File: config.mk
export PLATFORM = sky130hd
export DESIGN_NAME = hpdram_wr_seq
export DESIGN_NICKNAME = d
export VERILOG_FILES = /design/src/rtl/hpdram_wr_pkg.sv /design/src/rtl/hpdram_wr_fsm.sv /design/src/rtl/hpdram_wr_addr.sv /design/src/rtl/hpdram_wr_strobe.sv /design/src/rtl/hpdram_wr_seq.sv
export SDC_FILE = /design/constraint.sdc
export NUM_CORES = 1
export LEC_CHECK = 0
export ABC_CLOCK_PERIOD_IN_PS = 1800
export BUFFER_PORTS_ARGS = -buffer_cell sky130_fd_sc_hd__buf_2
export CORE_ASPECT_RATIO = 0.8
export CORE_MARGIN = 1.5
export CORE_UTILIZATION = 45
export DETAILED_ROUTE_END_ITERATION = 7
export GPL_ROUTABILITY_DRIVEN = 0
export GPL_TIMING_DRIVEN = 0
export PLACE_DENSITY = 0.75
export SETUP_SLACK_MARGIN = 0.1
export SLEW_MARGIN = 20
export SYNTH_ARGS = -nofsm -noshare
export SYNTH_HDL_FRONTEND = slang
export SYNTH_HIERARCHICAL = 1
export SYNTH_SLANG_ARGS = --single-unit
File: constraint.sdc
create_clock -name clk_i -period 1.8 [get_ports clk_i]
set_input_delay 0.36 -clock clk_i [delete_from_list [all_inputs] [get_ports clk_i]]
set_output_delay 0.36 -clock clk_i [all_outputs]
set_load 0.02 [all_outputs]
File: src/rtl/hpdram_wr_pkg.sv
package hpdram_wr_pkg;
  typedef enum logic [2:0] {
    ST_IDLE, ST_ROW1, ST_ROW2, ST_ROW3, ST_COLA, ST_COLB
  } seq_st_e;

  function automatic logic row_open(seq_st_e s);
    return (s == ST_ROW2) || (s == ST_ROW3) || (s == ST_COLA) || (s == ST_COLB);
  endfunction

  function automatic logic in_col(seq_st_e s);
    return (s == ST_COLA) || (s == ST_COLB);
  endfunction

  function automatic logic in_row(seq_st_e s);
    return (s == ST_ROW1) || (s == ST_ROW2) || (s == ST_ROW3);
  endfunction
endpackage

File: src/rtl/hpdram_wr_fsm.sv
module hpdram_wr_fsm
  import hpdram_wr_pkg::*;
#(
  parameter int MAX_BEATS = 4,
  parameter int LEN_W     = 2
) (
  input  logic             clk_i,
  input  logic             rst_ni,
  input  logic             req_i,
  input  logic [LEN_W-1:0] len_i,
  output seq_st_e          st_o,
  output seq_st_e          st_nxt_o,
  output logic             accept_o,
  output logic             take_o,
  output logic             col_adv_o,
  output logic             done_o
);
  localparam logic [LEN_W-1:0] LenMax = LEN_W'(MAX_BEATS - 1);

  seq_st_e          st_q, st_d;
  logic [LEN_W-1:0] left_q;
  logic             last, accept;
  logic             done_q;

  assign last   = (left_q == '0);
  assign accept = (st_q == ST_IDLE) && req_i;

  always_comb begin
    st_d = st_q;
    unique case (st_q)
      ST_IDLE: if (accept) st_d = ST_ROW1;
      ST_ROW1: st_d = ST_ROW2;
      ST_ROW2: st_d = ST_ROW3;
      ST_ROW3: st_d = ST_COLA;
      ST_COLA: st_d = ST_COLB;
      ST_COLB: st_d = last ? ST_IDLE : ST_COLA;
      default: st_d = ST_IDLE;
    endcase
  end

  always_ff @(posedge clk_i or negedge rst_ni) begin
    if (!rst_ni) begin
      st_q   <= ST_IDLE;
      left_q <= '0;
      done_q <= 1'b0;
    end else begin
      st_q   <= st_d;
      done_q <= (st_q == ST_COLB) && last;
      if (accept)
        left_q <= (len_i > LenMax) ? LenMax : len_i;
      else if ((st_q == ST_COLB) && !last)
        left_q <= left_q - 1'b1;
    end
  end

  assign st_o      = st_q;
  assign st_nxt_o  = st_d;
  assign accept_o  = accept;
  // capture edge for the next beat's data
  assign take_o    = (st_q == ST_ROW3) || ((st_q == ST_COLB) && !last);
  assign col_adv_o = (st_q == ST_COLB);
  assign done_o    = done_q;
endmodule

File: src/rtl/hpdram_wr_addr.sv
module hpdram_wr_addr
  import hpdram_wr_pkg::*;
#(
  parameter int ROW_W  = 10,
  parameter int COL_W  = 8,
  parameter int MA_W   = 10,
  parameter int ADDR_W = 19,
  parameter int DATA_W = 16
) (
  input  logic              clk_i,
  input  logic              rst_ni,
  input  seq_st_e           st_i,
  input  logic              accept_i,
  input  logic              take_i,
  input  logic              col_adv_i,
  input  logic [ADDR_W-1:0] addr_i,
  input  logic [DATA_W-1:0] wdata_i,
  output logic [MA_W-1:0]   ma_o,
  output logic [DATA_W-1:0] dq_o,
  output logic              dq_oe_o
);
  logic [ROW_W-1:0]  row_q;
  logic [COL_W-1:0]  col_q;
  logic [DATA_W-1:0] dat_q;

  always_ff @(posedge clk_i or negedge rst_ni) begin
    if (!rst_ni) begin
      row_q <= '0;
      col_q <= '0;
      dat_q <= '0;
    end else begin
      if (accept_i) begin
        row_q <= addr_i[ADDR_W-1 -: ROW_W];
        col_q <= addr_i[COL_W:1];
      end else if (col_adv_i) begin
        col_q <= col_q + 1'b1;  // wraps inside the open row
      end
      if (take_i) dat_q <= wdata_i;
    end
  end

  always_comb begin
    ma_o = '0;
    if (in_row(st_i))      ma_o = MA_W'(row_q);
    else if (in_col(st_i)) ma_o = MA_W'(col_q);
  end

  assign dq_oe_o = in_col(st_i);
  assign dq_o    = dq_oe_o ? dat_q : '0;
endmodule

File: src/rtl/hpdram_wr_strobe.sv
module hpdram_wr_strobe
  import hpdram_wr_pkg::*;
#(
  parameter int LANES = 2
) (
  input  logic             clk_i,
  input  logic             rst_ni,
  input  seq_st_e          st_i,
  input  seq_st_e          st_nxt_i,
  input  logic             accept_i,
  input  logic [LANES-1:0] be_i,
  output logic             ras_n_o,
  output logic             we_n_o,
  output logic [LANES-1:0] cas_n_o
);
  logic [LANES-1:0] be_q;
  logic             ras_n_q, we_n_q;

  // registered from next state: glitch-free strobes aligned to the state
  always_ff @(posedge clk_i or negedge rst_ni) begin
    if (!rst_ni) begin
      be_q    <= '0;
      ras_n_q <= 1'b1;
      we_n_q  <= 1'b1;
    end else begin
      if (accept_i) be_q <= be_i;
      ras_n_q <= !row_open(st_nxt_i);
      we_n_q  <= !in_col(st_nxt_i);
    end
  end

  for (genvar g = 0; g < LANES; g++) begin : g_lane
    logic cas_q;
    // falling-edge stage: low mid first clock, high mid second clock
    always_ff @(negedge clk_i or negedge rst_ni) begin
      if (!rst_ni) cas_q <= 1'b1;
      else         cas_q <= !((st_i == ST_COLA) && be_q[g]);
    end
    assign cas_n_o[g] = cas_q;
  end

  assign ras_n_o = ras_n_q;
  assign we_n_o  = we_n_q;
endmodule

File: src/rtl/hpdram_wr_seq.sv
module hpdram_wr_seq
  import hpdram_wr_pkg::*;
#(
  parameter int ROW_W     = 10,
  parameter int COL_W     = 8,
  parameter int MAX_BEATS = 4,
  localparam int ADDR_W   = ROW_W + COL_W + 1,
  localparam int LEN_W    = (MAX_BEATS > 1) ? $clog2(MAX_BEATS) : 1,
  localparam int MA_W     = (ROW_W > COL_W) ? ROW_W : COL_W
) (
  input  logic              clk_i,
  input  logic              rst_ni,
  input  logic              req_i,
  input  logic [ADDR_W-1:0] addr_i,
  input  logic [LEN_W-1:0]  len_i,
  input  logic [1:0]        be_i,
  input  logic [15:0]       wdata_i,
  output logic              take_o,
  output logic              done_o,
  output logic              ras_n_o,
  output logic              cas_lo_n_o,
  output logic              cas_hi_n_o,
  output logic              we_n_o,
  output logic [MA_W-1:0]   ma_o,
  output logic [15:0]       dq_o,
  output logic              dq_oe_o
);
  localparam int DataW = 16;
  localparam int Lanes = DataW / 8;

  seq_st_e          st, st_nxt;
  logic             accept, col_adv;
  logic [Lanes-1:0] cas_n;

  hpdram_wr_fsm #(.MAX_BEATS(MAX_BEATS), .LEN_W(LEN_W)) i_fsm (
    .clk_i, .rst_ni, .req_i, .len_i,
    .st_o(st), .st_nxt_o(st_nxt), .accept_o(accept),
    .take_o, .col_adv_o(col_adv), .done_o
  );

  hpdram_wr_addr #(
    .ROW_W(ROW_W), .COL_W(COL_W), .MA_W(MA_W), .ADDR_W(ADDR_W), .DATA_W(DataW)
  ) i_addr (
    .clk_i, .rst_ni, .st_i(st), .accept_i(accept), .take_i(take_o),
    .col_adv_i(col_adv), .addr_i, .wdata_i, .ma_o, .dq_o, .dq_oe_o
  );

  hpdram_wr_strobe #(.LANES(Lanes)) i_strobe (
    .clk_i, .rst_ni, .st_i(st), .st_nxt_i(st_nxt), .accept_i(accept),
    .be_i, .ras_n_o, .we_n_o, .cas_n_o(cas_n)
  );

  assign cas_lo_n_o = cas_n[0];
  assign cas_hi_n_o = cas_n[1];
endmodule

# Yosys cells after proc, flatten, opt, wreduce, memory -nomap -nowiden
# Cells that the tools add are included.
[totals]
regBits = 46
wordCells = 56
[op_classes]
magnitude_cmp = 1
reduce_logical = 22
eq_ne = 9
addsub = 2
muxes = 11
[op_table]
columns = ["operator", "count"]
rows = [
  ["two-way mux 8 bit", 3],
  ["case mux 3 bit (6 select lines)", 1],
  ["two-way mux 16 bit", 1],
  ["== test 3 x 2 -> 1 bit, second input constant", 4],
  ["== test 3 bit, second input constant", 4],
  ["two-way mux 10 bit", 1],
  ["adder 8 x 1 -> 8 bit, second input constant", 1],
  ["logical OR 1 bit", 8],
  ["two-way mux 2 bit", 3],
  ["two-way mux 3 bit", 2],
  ["logical AND 1 bit", 5],
  ["zero test 1 bit", 5],
  ["nonzero test 2 bit", 2],
  ["== test 3 x 1 -> 1 bit, second input constant", 1],
  ["zero test 3 bit", 1],
  ["greater-than comparator 2 bit, second input constant", 1],
  ["zero test 2 bit", 1],
  ["subtractor 2 x 1 -> 2 bit, second input constant", 1],
]

# Depth between registers and ports, before layout
[logic_depth]
depth_word = 9
depth_mapped = 7

# Modules after synthesis
# The synthesis kept the hierarchy.
[modules_own_cells]
columns = ["mod", "instances", "cells_each", "area_each_um2"]
rows = [
  ["hpdram_wr_addr", 1, 136, 1620.3],
  ["hpdram_wr_fsm", 1, 33, 361.6],
  ["hpdram_wr_strobe", 1, 15, 234.0],
]

==> reports/qor.log <==
qor: status.outcome finished with violations
qor: status.failed_checks setup timing
qor: placement.numPortBuffers 73
qor: pwr.static-leakage-power 1.39 nW
qor: routing.via_per_inst 5.00
qor: worst_setup_path.critical_path_required 1440 ps
qor: worst_setup_path.reg2reg_setup_slack -60 ps
qor: worst_setup_path.reg2reg_depth 6
qor: sta.clock_skew 55.9 ps
qor: sta.timing_worst_slew_pin_value 560 ps
qor: logic_synthesis.flip_flop_cell_with_the_highest_count_after_synthesis dfrtp_1
qor: routing.post_route_ant_nets 0
qor: global_routing.grt_remaining_overflow 0
qor: sta.fin_worst_hold_slack 52.1 ps
qor: pwr.switching_power 0.00193 W
qor: global_routing.grt_pass1_vias 1507
qor: layout.flow.area_growth_from_synthesis 31.7%
qor: clock_tree.worst_skew_pair.late_latency 350 ps
qor: die.placement_rows 22
qor: worst_setup_path.rr_startpoint i_fsm/st_o[2]
qor: routing.drc_errors 0
qor: die.vertical_die_dimension 65.8 µm
qor: logic_synthesis.postSynthNetCount 228
qor: worst_setup_path.slowest_stage dfstp_2
qor: worst_hold_path.min_path_type primary input to async pin
qor: clock_tree.total_clock_buffers_created_by_cts 5
qor: logic_synthesis.syn-cell-area 2220 µm²
qor: global_routing.grt_first_pass_wirelength 7.09 mm
qor: clock_tree.cts_tree yes
qor: logic_synthesis.yosys-mux-area-fraction 0.154
qor: sta.timing.slew.headroom 0.627
qor: pwr.switching_share 0.377
qor: logic_synthesis.fraction_of_the_yosys_area_taken_by_sequential_cells 0.522
qor: clock_tree.clock_path_buffers 2
qor: pwr.combinationalPowerShare 0.510
qor: clock_tree.clock_sinks 46
qor: logic_synthesis.synth-edff-count 0
qor: global_routing.groute.usage.overall 0.181
qor: layout.nets 314
qor: routing.num_vias 1650
qor: logic_synthesis.synth_simple_gate_area_frac 0.173
qor: worst_setup_path.timing.critical_path.from_type flip-flop
qor: clock_tree.hold_buffers 0
qor: pwr.clock_power_share 0.116
qor: worst_setup_path.timing.rr.end i_addr/dat_q[10]
qor: sta.finalHoldViolations 0
qor: sta.timing_max_transition_violations_final 0
qor: die.start_util 0.476
qor: pwr.powerDensity 1750 nW/µm²
qor: pwr.post-layout-total-power 0.00511 W
qor: global_routing.initial_antenna_violation_count 0
qor: die.floorplan.die.width 81.5 µm
qor: worst_setup_path.critical_path.cell_chain buf_6 > buf_6
qor: die.placeableCoreArea 4650 µm²
qor: worst_setup_path.crit_arrival 1950 ps
qor: logic_synthesis.synth_adder_area_share 0.0113
qor: clock_tree.cts.root.buffer_cell clkbuf_8
qor: global_routing.pin_count_of_the_biggest_net_entering_global_routing 47
qor: sta.tns -4840 ps
qor: routing.detail_route.first_pass.iterations 4
qor: logic_synthesis.dominant_combinational_cell_family_by_area_after_synthesis simple AND/OR/NAND/NOR gates
qor: logic_synthesis.syn_area_per_cell 12.0 µm²
qor: run.maximum_capacitance_violations 0
qor: worst_setup_path.path_class flip-flop to output port
qor: pwr.vdd_ir_drop_max 0.000873 V
qor: layout.n_antenna_cell 0
qor: routing.first_iter_violations 16
qor: placement.post-place-ws -197 ps
qor: pwr.sequentialPowerShare 0.374
qor: sta.worst_slack -507 ps
qor: sta.report.final.setup_viol 40
qor: pwr.internal_power 0.00318 W
qor: logic_synthesis.synth_async_sr_flop_share 1.00
qor: worst_setup_path.critical_path.n_buffers_inverters 2
qor: die.die_area 5360 µm²
qor: clock_tree.clkTransAtPathRegs 80 ps
qor: routing.route.detailed.wl_per_inst 13.6 µm
qor: logic_synthesis.syn_inst 184
qor: logic_synthesis.synth_xor_area_frac 0.0277
qor: routing.detail_route.wirelength 4.50 mm
qor: logic_synthesis.synth.yosys.warnings 6
qor: die.io_pins 75
qor: logic_synthesis.flip_flop_and_latch_count_after_synthesis 46
qor: placement.dpl.hpwl 3.21 mm
qor: sta.setup_repair_after_global_routing_missed_its_margin true
qor: worst_setup_path.worst_path_dominant_cell_family flip-flops
qor: worst_setup_path.cp_slowest_stage_delay 510 ps
qor: layout.final_layout_size_suffix_gt1_frac 0.522
qor: clock_tree.h-tree-depth 2
qor: worst_setup_path.crit_path_max_fanout 1
qor: worst_setup_path.end_kind output port
qor: logic_synthesis.synth_compound_area_frac 0.0666
qor: worst_setup_path.cpMostUsedCell buf_6
qor: logic_synthesis.yosys.cell_types.count 36
-- state kept, by name (all words and copies together), names as in the netlist --
register               count
i_addr/col_q               8
i_addr/dat_q              16
i_addr/row_q              10
i_fsm/done_o               1
i_fsm/left_q               2
i_fsm/st_o                 3
i_strobe/be_q              2
i_strobe/g_lane.cas_q      2
i_strobe/ras_n_o           1
i_strobe/we_n_o            1
-- cell usage after synthesis (2+ instances only) --
library cell  instances  area (µm²)
dfrtp_1              42        1050
mux2_2               27         304
and2_1               19         119
nand2_1              15        56.3
a22o_1                8        70.1
buf_4                 5        37.5
nand3_1               5        25.0
nor2b_1               5        31.3
o21ai_1               5        25.0
dfstp_2               4         105
nor2_1                4        15.0
o21ai_0               4        20.0
xnor2_1               4        35.0
buf_2                 3        15.0
clkbuf_1              3        11.3
inv_1                 3        11.3
or4_1                 3        22.5
xor2_1                3        26.3
buf_6                 2        22.5
ha_1                  2        25.0
nand4_1               2        12.5
nand4bb_1             2        22.5
-- through the flow --
step	instance area, µm²	util	std cells
after global routing	2920	0.627	330
after CTS	2910	0.626	330
after floorplan	2270	-	184
after global placement	2720	0.584	317
final	2920	0.627	330
after detailed placement	2720	0.584	317
-- worst register-to-register path, stage by stage (launching register included) --
cell	delay [ps]
dfrtp_1	500
buf_4	230
nor3b_1	190
o21a_2	190
buf_6	140
buf_6	150
mux2_2	340
-- worst max path at each step --
| stage | start | endpoint | slack (ps) | cells past startpoint |
|---|---|---|---|---|
| 3_3_place_gp | rst_ni | i_strobe/g_lane[0].cas_q | -190 | 1 |
| 5_1_grt | i_strobe/g_lane[0].cas_q | cas_lo_n_o | -550 | 2 |
| 6_report | i_strobe/g_lane[0].cas_q | cas_lo_n_o | -510 | 2 |
| 3_5_place_dp | rst_ni | i_strobe/g_lane[1].cas_q | -200 | 1 |
| 2_1_floorplan | i_strobe/g_lane[1].cas_q | cas_hi_n_o | -70 | 1 |
| 4_1_cts | i_strobe/g_lane[0].cas_q | cas_lo_n_o | -520 | 2 |
-- kinds of logic after synthesis --
logic type	after synthesis
simple gates	61
mux	30
buf+inv	17
xor+xnor	7
flops	46
compound gates	21
fa+ha+maj	2
-- power groups by stage --
| stage | logic, W | registers [W] | clock network, W |
|---|---|---|---|
| 2_1_floorplan | 0.00187 | 0.00184 | 0.0000104 |
| 3_3_place_gp | 0.00239 | 0.00188 | 0.0000104 |
| 3_5_place_dp | 0.00245 | 0.00190 | 0.0000104 |
| 4_1_cts | 0.00262 | 0.00191 | 0.000621 |
| 5_1_grt | 0.00283 | 0.00198 | 0.000672 |
| 6_report | 0.00261 | 0.00191 | 0.000594 |
-- cell usage in the layout (no fill, tap or decap), drive strengths merged, types with 4 or more instances in the layout --
cell type / Yosys / final
nand2: 15 / 15
nand3: 5 / 5
mux2: 29 / 29
o21ai: 10 / 10
buf: 11 / 86
xnor2: 4 / 4
clkbuf: 3 / 12
nor2b: 5 / 5
a22o: 8 / 8
inv: 3 / 4
dfrtp: 42 / 42
and2: 19 / 19
nor2: 4 / 5
dfstp: 4 / 4
-- routing by layer --
layer	track usage	part of all wire
met1	0.234	0.47
met2	0.280	0.45
met4	0.0776	0.014
met3	0.0542	0.068
met5	0	0
-- final cells by class --
| cell class | instances | area [µm²] |
|---|---|---|
| multi-input cells | 122 | 1020 |
| plain buffers | 14 | 149 |
| flip-flops and latches | 46 | 1160 |
| clock inverters | 2 | 7.51 |
| fillers | 391 | 1730 |
| well taps | 60 | 75.1 |
| clock buffers | 7 | 76.3 |
| inverters | 2 | 7.51 |
| repair buffers | 77 | 429 |
-- timing repair --
action / 4_1_cts / 5_1_grt
endpoints found under the setup margin: 58 / 66
resized for setup: 22 / 2
cloned: 2 / 0
pin swaps: 3 / 0
setup buffers: 3 / 0
Power figures use the tool's default switching activity.
